[config.mk]
export PLATFORM = sky130hd
export DESIGN_NAME = intc_cmd_seq
export DESIGN_NICKNAME = d
export VERILOG_FILES = /design/src/rtl/intc_pkg.sv /design/src/rtl/intc_init_seq.sv /design/src/rtl/intc_ocw_decode.sv /design/src/rtl/intc_resolver_stub.sv /design/src/rtl/intc_cmd_seq.sv
export SDC_FILE = /design/constraint.sdc
export NUM_CORES = 1
export LEC_CHECK = 0
export ABC_AREA = 1
export BUFFER_PORTS_ARGS = -buffer_cell sky130_fd_sc_hd__buf_2
export CAP_MARGIN = 30
export CORE_MARGIN = 2
export CORE_UTILIZATION = 45
export DETAILED_ROUTE_END_ITERATION = 6
export HOLD_SLACK_MARGIN = 0.12
export PLACE_DENSITY = 0.6
export SLEW_MARGIN = 10
export SYNTH_ARGS = -nofsm -noshare
export SYNTH_HDL_FRONTEND = slang
export SYNTH_SLANG_ARGS = --single-unit
[constraint.sdc]
create_clock -name clk -period 9.45 [get_ports clk]
set_input_delay 0 -clock clk [delete_from_list [all_inputs] [get_ports clk]]
set_output_delay 0 -clock clk [all_outputs]
set_load 0.03 [all_outputs]
[src/rtl/intc_pkg.sv]
package intc_pkg;

   typedef enum logic [1:0] {
      ST_IDLE = 2'd0,
      ST_W2   = 2'd1,
      ST_W3   = 2'd2,
      ST_W4   = 2'd3
   } init_stage_t;

   // bit positions of command bytes (decoded by software, so fixed)
   localparam int B_INIT   = 4;
   localparam int B_OCW3   = 3;
   localparam int B_SINGLE = 1;
   localparam int B_NEED4  = 0;
   localparam int B_UPM    = 0;
   localparam int B_AUTO   = 1;
   localparam int B_SFN    = 4;
   localparam int B_ROT    = 7;
   localparam int B_SPEC   = 6;
   localparam int B_EOI    = 5;
   localparam int B_ESM    = 6;
   localparam int B_SMV    = 5;
   localparam int B_POLL   = 2;
   localparam int B_RDEN   = 1;
   localparam int B_RDISR  = 0;

   typedef struct packed {
      logic mask_wr;
      logic ocw2;
      logic ocw3;
      logic eoi;
      logic specific;
      logic rotate;
      logic esm;
      logic smv;
      logic rden;
      logic rdisr;
      logic poll;
   } cmd_t;

endpackage

[src/rtl/intc_init_seq.sv]
module intc_init_seq
   import intc_pkg::*;
#(
   parameter int DATA_W    = 8,
   parameter int LVL_W     = 3,
   parameter bit IS_MASTER = 1'b1
) (
   input  logic              clk,
   input  logic              rst_n,
   input  logic              wr_en,
   input  logic              a0,
   input  logic [DATA_W-1:0] wdata,
   output logic              init_start,
   output init_stage_t       stage,
   output logic              ready,
   output logic [DATA_W-1:0] base,
   output logic              aeoi,
   output logic              sfn
);

   localparam logic [DATA_W-1:0] BASE_KEEP = {DATA_W{1'b1}} << LVL_W;

   logic word_wr;
   logic word1_ok;
   logic word4_ok;

   assign init_start = wr_en && !a0 && wdata[B_INIT];
   assign word_wr    = wr_en && a0;
   assign word1_ok   = !wdata[B_SINGLE] && wdata[B_NEED4];
   assign word4_ok   = word_wr && (stage == ST_W4) && wdata[B_UPM];

   always_ff @(posedge clk or negedge rst_n) begin
      if (!rst_n) begin
         stage <= ST_IDLE;
         ready <= 1'b0;
         base  <= '0;
         aeoi  <= 1'b0;
      end else if (init_start) begin
         ready <= 1'b0;
         stage <= word1_ok ? ST_W2 : ST_IDLE;
      end else if (word_wr) begin
         unique case (stage)
            ST_W2: begin
               base  <= wdata & BASE_KEEP;
               stage <= ST_W3;
            end
            ST_W3: stage <= ST_W4;
            ST_W4: begin
               if (word4_ok) begin
                  aeoi  <= aeoi | wdata[B_AUTO];
                  ready <= 1'b1;
                  stage <= ST_IDLE;
               end
            end
            default: ;
         endcase
      end
   end

   generate
      if (IS_MASTER) begin : g_sfn
         always_ff @(posedge clk or negedge rst_n) begin
            if (!rst_n)
               sfn <= 1'b0;
            else if (!init_start && word4_ok && wdata[B_SFN])
               sfn <= 1'b1;
         end
      end else begin : g_no_sfn
         assign sfn = 1'b0;
      end
   endgenerate

endmodule

[src/rtl/intc_ocw_decode.sv]
module intc_ocw_decode
   import intc_pkg::*;
#(
   parameter int DATA_W = 8
) (
   input  logic              wr_en,
   input  logic              a0,
   input  logic              ready,
   input  logic [DATA_W-1:0] wdata,
   output cmd_t              cmd
);

   logic op_wr;

   assign op_wr = wr_en && !a0 && !wdata[B_INIT] && ready;

   always_comb begin
      cmd          = '0;
      cmd.mask_wr  = wr_en && a0 && ready;
      cmd.ocw3     = op_wr && wdata[B_OCW3];
      cmd.ocw2     = op_wr && !wdata[B_OCW3];
      cmd.eoi      = wdata[B_EOI];
      cmd.specific = wdata[B_SPEC];
      cmd.rotate   = wdata[B_ROT];
      cmd.esm      = wdata[B_ESM];
      cmd.smv      = wdata[B_SMV];
      cmd.rden     = wdata[B_RDEN];
      cmd.rdisr    = wdata[B_RDISR];
      cmd.poll     = wdata[B_POLL];
   end

endmodule

[src/rtl/intc_resolver_stub.sv]
module intc_resolver_stub
   import intc_pkg::*;
#(
   parameter int DATA_W      = 8,
   parameter int LEVELS      = 8,
   parameter int LVL_W       = 3,
   parameter int CASCADE_LVL = 2,
   parameter logic [LEVELS-1:0] RESET_MASK = '1
) (
   input  logic              clk,
   input  logic              rst_n,
   input  logic              init_start,
   input  logic              ready,
   input  logic              aeoi,
   input  logic              sfn,
   input  cmd_t              cmd,
   input  logic [LEVELS-1:0] wdata,
   input  logic              rd_go,
   input  logic              a0,
   input  logic [LEVELS-1:0] req_in,
   output logic [DATA_W-1:0] rdata,
   output logic              win_valid,
   output logic [LVL_W-1:0]  win_idx,
   output logic [LEVELS-1:0] mask_q,
   output logic [LEVELS-1:0] request_q,
   output logic [LEVELS-1:0] service_q
);

   localparam logic [LEVELS-1:0] CASC_BIT = LEVELS'(1) << CASCADE_LVL;
   localparam logic [DATA_W-1:0] POLL_FLAG = DATA_W'(1) << (DATA_W-1);

   logic [LVL_W-1:0]  lowprio, low_n;
   logic              smm, smm_n;
   logic              rd_isr, ris_n;
   logic              poll, poll_n;
   logic              rotate, rot_n;
   logic [LEVELS-1:0] req_prev;
   logic [LEVELS-1:0] req_n, svc_n, mask_n;
   logic [DATA_W-1:0] rdata_n;
   logic [LEVELS-1:0] stop_vec, isr_cand, rising;
   logic [LVL_W:0]    win_pick, isr_pick;
   logic [LVL_W-1:0]  eoi_lvl;
   logic              eoi_hit;

   // scan levels upward from the one above lowprio; a set stop bit ends the scan
   function automatic logic [LVL_W:0] pick_level(
      input logic [LEVELS-1:0] cand,
      input logic [LEVELS-1:0] stop,
      input logic [LVL_W-1:0]  low
   );
      logic [LVL_W-1:0] idx;
      logic             done;
      logic [LVL_W:0]   res;
      res  = '0;
      done = 1'b0;
      for (int i = 0; i < LEVELS; i++) begin
         idx = low + LVL_W'(i + 1);
         if (!done) begin
            if (stop[idx]) begin
               done = 1'b1;
            end else if (cand[idx]) begin
               res  = {1'b1, idx};
               done = 1'b1;
            end
         end
      end
      return res;
   endfunction

   assign rising   = req_in & ~req_prev;
   assign stop_vec = smm ? '0 : (service_q & ~(sfn ? CASC_BIT : '0));
   assign isr_cand = service_q & ~(smm ? mask_q : '0);
   assign win_pick = pick_level(request_q & ~mask_q, stop_vec, lowprio);
   assign isr_pick = pick_level(isr_cand, '0, lowprio);
   assign win_valid = win_pick[LVL_W];
   assign win_idx   = win_pick[LVL_W-1:0];
   assign eoi_lvl   = cmd.specific ? wdata[LVL_W-1:0] : isr_pick[LVL_W-1:0];
   assign eoi_hit   = cmd.specific || isr_pick[LVL_W];

   always_comb begin
      req_n   = request_q;
      svc_n   = service_q;
      mask_n  = mask_q;
      low_n   = lowprio;
      smm_n   = smm;
      ris_n   = rd_isr;
      poll_n  = poll;
      rot_n   = rotate;
      rdata_n = rdata;

      if (init_start) begin
         req_n  = '0;
         mask_n = '0;
         low_n  = '1;
         smm_n  = 1'b0;
         ris_n  = 1'b0;
         poll_n = 1'b0;
      end

      if (cmd.mask_wr)
         mask_n = wdata;

      if (cmd.ocw3) begin
         if (cmd.esm)
            smm_n = cmd.smv;
         if (cmd.rden) begin
            ris_n  = cmd.rdisr;
            poll_n = cmd.poll;
         end
      end

      if (cmd.ocw2) begin
         rot_n = cmd.rotate;
         if (cmd.eoi) begin
            if (eoi_hit) begin
               svc_n[eoi_lvl] = 1'b0;
               if (cmd.rotate)
                  low_n = eoi_lvl;
            end
         end else if (cmd.specific && cmd.rotate) begin
            low_n = wdata[LVL_W-1:0];
         end
      end

      if (rd_go) begin
         if (poll) begin
            poll_n = 1'b0;
            if (win_valid) begin
               rdata_n        = POLL_FLAG | DATA_W'(win_idx);
               req_n[win_idx] = 1'b0;
               if (aeoi) begin
                  if (rotate)
                     low_n = win_idx;
               end else begin
                  svc_n[win_idx] = 1'b1;
               end
            end else begin
               rdata_n = '0;
            end
         end else if (a0) begin
            rdata_n = DATA_W'(mask_q);
         end else begin
            rdata_n = DATA_W'(rd_isr ? service_q : request_q);
         end
      end

      if (ready)
         req_n = req_n | rising;
   end

   always_ff @(posedge clk or negedge rst_n) begin
      if (!rst_n) begin
         request_q <= '0;
         service_q <= '0;
         mask_q    <= RESET_MASK;
         lowprio   <= '1;
         smm       <= 1'b0;
         rd_isr    <= 1'b0;
         poll      <= 1'b0;
         rotate    <= 1'b0;
         rdata     <= '0;
         req_prev  <= '0;
      end else begin
         request_q <= req_n;
         service_q <= svc_n;
         mask_q    <= mask_n;
         lowprio   <= low_n;
         smm       <= smm_n;
         rd_isr    <= ris_n;
         poll      <= poll_n;
         rotate    <= rot_n;
         rdata     <= rdata_n;
         req_prev  <= req_in;
      end
   end

endmodule

[src/rtl/intc_cmd_seq.sv]
module intc_cmd_seq
   import intc_pkg::*;
#(
   parameter int DATA_W      = 8,
   parameter int LEVELS      = 8,
   parameter int CASCADE_LVL = 2,
   parameter bit IS_MASTER   = 1'b1
) (
   input  logic              clk,
   input  logic              rst_n,
   input  logic              wr_en,
   input  logic              rd_en,
   input  logic              a0,
   input  logic [DATA_W-1:0] wdata,
   output logic [DATA_W-1:0] rdata,
   input  logic [LEVELS-1:0] req_in,
   output logic              int_out,
   output logic [DATA_W-1:0] vector_out
);

   localparam int LVL_W = $clog2(LEVELS);

   generate
      if (LEVELS != DATA_W) begin : g_bad_width
         $error("LEVELS must equal DATA_W");
      end
      if ((1 << LVL_W) != LEVELS) begin : g_bad_levels
         $error("LEVELS must be a power of two");
      end
      if (CASCADE_LVL >= LEVELS) begin : g_bad_cascade
         $error("CASCADE_LVL out of range");
      end
   endgenerate

   logic              init_start;
   init_stage_t       stage;
   logic              ready;
   logic [DATA_W-1:0] base;
   logic              aeoi;
   logic              sfn;
   cmd_t              cmd;
   logic              rd_go;
   logic              win_valid;
   logic [LVL_W-1:0]  win_idx;
   logic [LEVELS-1:0] mask_q;
   logic [LEVELS-1:0] request_q;
   logic [LEVELS-1:0] service_q;

   assign rd_go = rd_en && !wr_en;

   intc_init_seq #(
      .DATA_W   (DATA_W),
      .LVL_W    (LVL_W),
      .IS_MASTER(IS_MASTER)
   ) u_init (
      .clk       (clk),
      .rst_n     (rst_n),
      .wr_en     (wr_en),
      .a0        (a0),
      .wdata     (wdata),
      .init_start(init_start),
      .stage     (stage),
      .ready     (ready),
      .base      (base),
      .aeoi      (aeoi),
      .sfn       (sfn)
   );

   intc_ocw_decode #(
      .DATA_W(DATA_W)
   ) u_dec (
      .wr_en(wr_en),
      .a0   (a0),
      .ready(ready),
      .wdata(wdata),
      .cmd  (cmd)
   );

   intc_resolver_stub #(
      .DATA_W     (DATA_W),
      .LEVELS     (LEVELS),
      .LVL_W      (LVL_W),
      .CASCADE_LVL(CASCADE_LVL)
   ) u_res (
      .clk       (clk),
      .rst_n     (rst_n),
      .init_start(init_start),
      .ready     (ready),
      .aeoi      (aeoi),
      .sfn       (sfn),
      .cmd       (cmd),
      .wdata     (wdata[LEVELS-1:0]),
      .rd_go     (rd_go),
      .a0        (a0),
      .req_in    (req_in),
      .rdata     (rdata),
      .win_valid (win_valid),
      .win_idx   (win_idx),
      .mask_q    (mask_q),
      .request_q (request_q),
      .service_q (service_q)
   );

   assign int_out    = ready && win_valid;
   assign vector_out = base + DATA_W'(win_idx);

endmodule

* After elaboration in Yosys (flattened, before gate mapping) *
Memory sizes are Yosys's and may differ from the RTL's.
Index checks and enable logic that the tools add are counted.

operators by class
  add/subtract/negate cells = 8
  multiply operators = 0
  div/mod/pow operators = 0
  order comparisons = 12
  eq/ne operators = 4
  shift operators = 0
  muxes and demuxes = 199
  bitwise operators = 16
  reductions and logical operators = 34

operators by type and width
  kind                   count
  $mux W4                46
  $mux W8                20
  $mux W1                90
  $bmux W1 S3            24
  $and A8 B8 Y8          6
  $not A8 Y8             6
  $lt A3 B4 Y1 const B   10
  $mux W3                13
  $logic_and A1 B1 Y1    18
  $or A8 B8 Y8           2
  $add A3 B3 Y3 const B  4
  $reduce_and A3 Y1      3
  $add A8 B3 Y8          1
  $reduce_bool A2 Y1     4
  $add A3 B2 Y3 const B  2
  $demux W1 S3           2
  $ge A3 B1 Y1 const B   2
  $logic_not A1 Y1       6
  $mux W2                3
  $pmux W2 S3            1
  $eq A2 B2 Y1 const B   2
  $reduce_and A4 Y1      1
  $reduce_bool A4 Y1     1
  $add A3 B1 Y3 const B  1
  other kinds (5)        5

storage, ports and cells
  bits in registers = 57
  bits in latches = 0
  bits in writable memories = 0
  memory bits (read-only) = 64
  input bits = 21
  output and inout port bits = 17
  logic and storage cells = 296
  memories kept = 8

memory list
  name              words  width  rd ports  clocked after memory_dff  wr ports  line                      source
  (name not given)  8      1      1         0                         0         intc_resolver_stub.sv:59  if (stop[idx]) begin
  (name not given)  8      1      1         0                         0         intc_resolver_stub.sv:59
  (name not given)  8      1      1         0                         0         intc_resolver_stub.sv:59
  (name not given)  8      1      1         0                         0         intc_resolver_stub.sv:59
  (name not given)  8      1      1         0                         0         intc_resolver_stub.sv:59
  (name not given)  8      1      1         0                         0         intc_resolver_stub.sv:59
  +2 memories       --     --     --        --                        --        --

* Longest topological paths before layout *
  word-level depth = 43
  gate-level depth with buffers = 26
  gate-level depth less buffers = 23

* Cells and area by module *
Synthesis repeated with hierarchy kept, for this count alone.

second synthesis, totals
  cell total of the unflattened synthesis = 819
  area, all modules = 5153.7 um^2

modules (own cells, without submodules)
  module              times used  cells an instance  area each (um^2)  sequential area each (um^2)
  intc_resolver_stub  1           688                4254.1            1189.9
  intc_init_seq       1           64                 543.0             250.2
  intc_cmd_seq        1           50                 262.8             0.0
  intc_ocw_decode     1           17                 93.8              0.0

* Worst setup path before layout *
No wires, ideal clock.

  path type = register to register
  from = register u_res.lowprio[1]
  to = register u_res.request_q[6]
  setup time = 121 ps
  data arrival time = 3193 ps
  data required time = 9329 ps
  slack = 6136 ps
  stages on the path, launching flop included = 20
  buffers on the path = 4
  period minus slack after synthesis = 3314 ps
  cell sequence = dfstp_2 -> buf_6 -> inv_1 -> buf_4 -> buf_4 -> ha_1 -> inv_1 -> buf_2 -> nand3_1 -> nand3_1 -> nand2_1 -> nor2_1 -> nand4_4 -> nor2_4 -> nand3_1 -> nor2_1 -> nand3b_2 -> nand4_1 -> o21bai_1 -> nand2_1

between the ends
  longest elaborated chain between the ends = 37
  elaborated cells on any way between the ends = 94
  those cells by class = 7 x add/sub; 2 x order compare; 81 x mux; 3 x bitwise; 1 x reduce/logical

RTL lines
  item                            line                       source
  start, declared                 intc_resolver_stub.sv:32   logic [LVL_W-1:0] lowprio, low_n;
  start signal, assigned          intc_resolver_stub.sv:167  lowprio <= low_n;
  $add A3 B1 Y3                   intc_resolver_stub.sv:57   idx = low + LVL_W'(i + 1);
  $bmux W1 S3                     intc_resolver_stub.sv:61   end else if (cand[idx]) begin
  $mux W1 (implied by the code)   intc_resolver_stub.sv:61
  $mux W4                         intc_resolver_stub.sv:61
  $mux W4                         intc_resolver_stub.sv:59
  $mux W4                         intc_resolver_stub.sv:61
  $mux W4                         intc_resolver_stub.sv:59
  $mux W4                         intc_resolver_stub.sv:58   if (!done) begin
  (+22 left out)                  --
  $not A8 Y8 (no source line)     --
  $and A8 B8 Y8 (no source line)  --
  $mux W8 (*)                     intc_resolver_stub.sv:128  if (win_valid) begin
  $mux W8 (*)                     intc_resolver_stub.sv:126  if (poll) begin
  $mux W8 (*)                     intc_resolver_stub.sv:125  if (rd_go) begin
  $or A8 B8 Y8                    intc_resolver_stub.sv:148  req_n = req_n | rising;
  $mux W8 (*)                     intc_resolver_stub.sv:147  if (ready)
  named net u_res.req_n[6]        intc_resolver_stub.sv:38   logic [LEVELS-1:0] req_n, svc_n, mask_n;
  end signal, assigned            intc_resolver_stub.sv:164  request_q <= req_n;
  end, declared                   intc_resolver_stub.sv:25   output logic [LEVELS-1:0] request_q,

Mark *: on every way through the listed nets, which the timed path passes. The rest lies on a longest branch. The select of a mux whose other input is x is not followed.
A chain may end at the register's enable or synchronous reset.

* Worst setup path in the final report *
  from = register u_res.lowprio[0]
  to = register u_res.lowprio[0]

between the ends
  longest elaborated chain between the ends = 36
  elaborated cells on any way between the ends = 170
  those cells by class = 7 x add/sub; 154 x mux; 1 x reduce/logical; 8 x memory

RTL lines
  item                           line                       source
  $add A3 B1 Y3                  intc_resolver_stub.sv:57
  $bmux W1 S3                    intc_resolver_stub.sv:61
  $mux W1 (implied by the code)  intc_resolver_stub.sv:61
  $mux W4                        intc_resolver_stub.sv:61
  $mux W4                        intc_resolver_stub.sv:59
  $mux W4                        intc_resolver_stub.sv:61
  $mux W4                        intc_resolver_stub.sv:59
  $mux W4                        intc_resolver_stub.sv:58
  (+21 left out)                 --
  $mux W3                        intc_resolver_stub.sv:114  if (cmd.eoi) begin
  $mux W3                        intc_resolver_stub.sv:112  if (cmd.ocw2) begin
  $mux W3                        intc_resolver_stub.sv:132  if (rotate)
  $mux W3                        intc_resolver_stub.sv:131  if (aeoi) begin
  $mux W3                        intc_resolver_stub.sv:128
  $mux W3                        intc_resolver_stub.sv:126
  $mux W3 (*)                    intc_resolver_stub.sv:125
  named net u_res.low_n[0]       intc_resolver_stub.sv:32

Marked as above.

==> flow_metrics.env <==
export IMPL_fin_util=0.526
export IMPL_cts_tree="done"
export IMPL_drv_cap=0
export IMPL_placedCellCount=902
export IMPL_start_util=0.467
export IMPL_die_width_um=108
export IMPL_vias=5280
export IMPL_cts_root_buf="clkbuf_8"
export IMPL_die_y_um=108
export IMPL_clk_pin_slew_ns=0.07
export IMPL_yosysTopAreaCell="dfrtp_1"
export IMPL_setup_tns_ns=0
export IMPL_syn_area_um2=4860
export IMPL_final_area_um2=5480
export IMPL_min_period_over_period=0.560
export IMPL_skew_ns=0.00978
export IMPL_arrival_ns=5.58
export IMPL_drive_gt1_frac=0.141
export IMPL_ys_seq_elements=57
export IMPL_antenna_found_initial=0
export IMPL_grt_max_degree=58
export IMPL_rsz0062_at_grt="false"
export IMPL_hp_start="a0"
export IMPL_crit_path_end_kind="flip-flop"
export IMPL_postSynthCellCount=749
export IMPL_min_period_ns=5.29
export IMPL_ctsResizeCount=0
export IMPL_synthesis_nets=776
export IMPL_critPathMaxFanout=30
export IMPL_rows=37
export IMPL_leakagePower_nw=2.73
export IMPL_worstMarginPinSlew_ns=0.752
export IMPL_post_dp_hpwl_um=12700
export IMPL_layout_area_seq_um2=1440
export IMPL_criticalPathCategory="reg -> reg"
export IMPL_ir_worst_vdd_v=0.000204
export IMPL_place_gp_congestion=0.968
export IMPL_place_area_um2=5070
export IMPL_status="complete, no violations"
export IMPL_finalHoldViolCount=0
export IMPL_power_density_nw_per_um2=308
export IMPL_fmax_mhz=189
export IMPL_wl_per_cell_um=17.7
export IMPL_clk_path_buf_depth=2
export IMPL_fin_cells=940
export IMPL_whs_endpoint="u_res.rdata[5]"
export IMPL_drt_iter0_markers=457
export IMPL_postCtsSetupRepairBufs=0
export IMPL_cts_buffers=9
export IMPL_area_growth_pct=12.8
export IMPL_drt_total_wl_um=16600
export IMPL_grt_pass1_vias=5150
export IMPL_ys_top_cells_by_area="dfrtp_1, nand2_1, nand3_1, inv_1, dfstp_2"
export IMPL_port_buffers=37
export IMPL_fillers=1091
export IMPL_final_setup_viol_count=0
export IMPL_multiInputGateArea_um2=2930
export IMPL_clk_latency_ns=0.36
export IMPL_vias_per_cell=5.62
export IMPL_critPathLaunchType="flip-flop"
export IMPL_dieArea_um2=11600
export IMPL_nNetsFinal=826
export IMPL_htreeDepth=3
export IMPL_ys_seq_area_frac=0.296
export IMPL_ys_types=50
export IMPL_syn_avg_cell_area_um2=6.49
export IMPL_r2r_cells=19
export IMPL_synth_top_area_share=0.237
export IMPL_antenna_cells=0
export IMPL_drcViolationCount=0
export IMPL_grt_pass1_wl_um=26900
export IMPL_holdBufCountCts=22
export IMPL_r2r_start="u_res.lowprio[0]"
export IMPL_holdPathStages=3
export IMPL_timing_hold_worst_class="in -> reg"
export IMPL_relSlewSlack=0.499
export IMPL_p_total_mw=1.69
export IMPL_ant_nets=0
export IMPL_io_pins=38
export IMPL_first_pass_iters=5
export IMPL_required_ns=9.74
export IMPL_reg2reg_slack_ns=4.16
export IMPL_cts_sinks=57
export IMPL_synth_warnings=0
export IMPL_core_area_um2=10400
export IMPL_grt_usage=0.303
export IMPL_gr_total_overflow=0
export IMPL_maxSlewViolCount=0
export IMPL_reg2reg_to="u_res.lowprio[0]"
## metal layers
metal,share of wire,vias to the layer above,track usage
met3,0.061,34,0.0442
met2,0.47,187,0.488
met5,0,-,0
li1,-,2569,-
met1,0.44,2490,0.408
met4,0.028,0,0.126
## worst max path at each step
stage	from	cells past startpoint	slack [ns]	to
6_report	u_res.lowprio[0]	19	4.16	u_res.lowprio[0]
5_1_grt	u_res.lowprio[0]	19	3.83	u_res.lowprio[0]
4_1_cts	u_res.lowprio[1]	19	4.30	u_res.lowprio[0]
3_5_place_dp	u_res.lowprio[1]	17	4.61	u_res.service_q[6]
3_3_place_gp	u_res.lowprio[0]	15	4.66	u_res.service_q[6]
2_1_floorplan	u_res.lowprio[1]	19	6.14	u_res.request_q[6]
## critical path: stages (launching register included)
cell	delay (ns)
dfstp_2	0.91
inv_2	0.42
ha_1	0.88
inv_1	0.48
nand3_1	0.24
nand2_1	0.09
nand2_1	0.08
nand2_1	0.08
nor2_1	0.09
nand3_1	0.16
nor4_1	0.41
nand3_1	0.25
nand2_2	0.16
inv_2	0.05
nand2_1	0.06
nand2_1	0.05
nand2_1	0.05
nand2_1	0.04
dlygate4sd3_1	0.57
a21oi_1	0.13
## stage by stage
step	hold slack (ns)	setup WS [ns]
after global routing	0.170	3.83
after floorplan	-0.296	6.14
final	0.124	4.16
after CTS	0.124	4.30
after detailed placement	0.126	4.61
after global placement	0.122	4.66
## Yosys cell counts (all sizes together)
| master | instances |
|---|---|
| xnor2 | 1 |
| o2111ai | 1 |
| clkbuf | 4 |
| a31oi | 4 |
| o22ai | 8 |
| a31o | 1 |
| ha | 6 |
| o31ai | 1 |
| nand3b | 8 |
| o211ai | 10 |
| clkinv | 1 |
| o21bai | 2 |
| a21o | 3 |
| nand4 | 12 |
| nor2 | 55 |
| dfrtp | 46 |
| inv | 89 |
| a21boi | 1 |
| and3 | 1 |
| a211oi | 1 |
| a21oi | 20 |
| o21ai | 45 |
| dfstp | 11 |
| a221oi | 3 |
| o311ai | 1 |
| nand2 | 245 |
| nand3 | 141 |
| nor4 | 1 |
| xor2 | 2 |
| or2 | 2 |
| buf | 17 |
| and2 | 2 |
| nor3 | 4 |
## cell usage in the layout, fill, tap and decap left out, types with 7 or more instances in the layout
master / count
nand2_1: 234
nand3_1: 131
inv_1: 80
nor2_1: 47
dfrtp_1: 46
buf_2: 37
o21ai_0: 29
dlygate4sd3_1: 22
a21oi_1: 20
o21ai_1: 15
dfstp_2: 11
nand3_2: 10
nand2_2: 10
nand4_1: 10
inv_2: 9
o211ai_1: 9
clkbuf_8: 9
o22ai_1: 8
nand3b_1: 7
## kinds of logic (layout without fill, tap and decap cells)
group                    Yosys count  count (layout)  share of synthesized area
XOR/XNOR                           3               3                     0.0124
buffers and inverters            111             166                      0.100
AND/OR/NAND/NOR                  471             471                      0.453
AO/OA/AOI/OAI                    101             101                      0.123
adder cells (fa/ha/maj)            6               6                     0.0154
flip-flops                        57              57                      0.296
## layout make-up
class,count,area share
Sequential cell,57,0.263
Timing Repair Buffer,60,0.0753
Tap cell,136,0.0310
Multi-Input combinational cell,581,0.535
Clock inverter,5,0.0105
Clock buffer,11,0.0240
Inverter,90,0.0616
## report_power, final
part	internal, mW	leakage [nW]	total (mW)	switching, mW
sequential	0.310	0.689	0.390	0.0797
combinational	0.310	1.96	1.07	0.764
clock	0.121	0.0856	0.227	0.106
## sequential cells by signal (all words and copies together), names as in the netlist
name	cells
u_res.service_q	8
u_res.request_q	8
u_init.aeoi	1
u_init.sfn	1
u_res.smm	1
u_res.req_prev	8
u_res.lowprio	3
u_res.mask_q	8
u_res.rd_isr	1
u_init.base	5
u_res.rdata	8
u_init.stage	2
u_res.poll	1
u_res.rotate	1
u_init.ready	1
No activity file was read; power rests on OpenSTA's default activity.
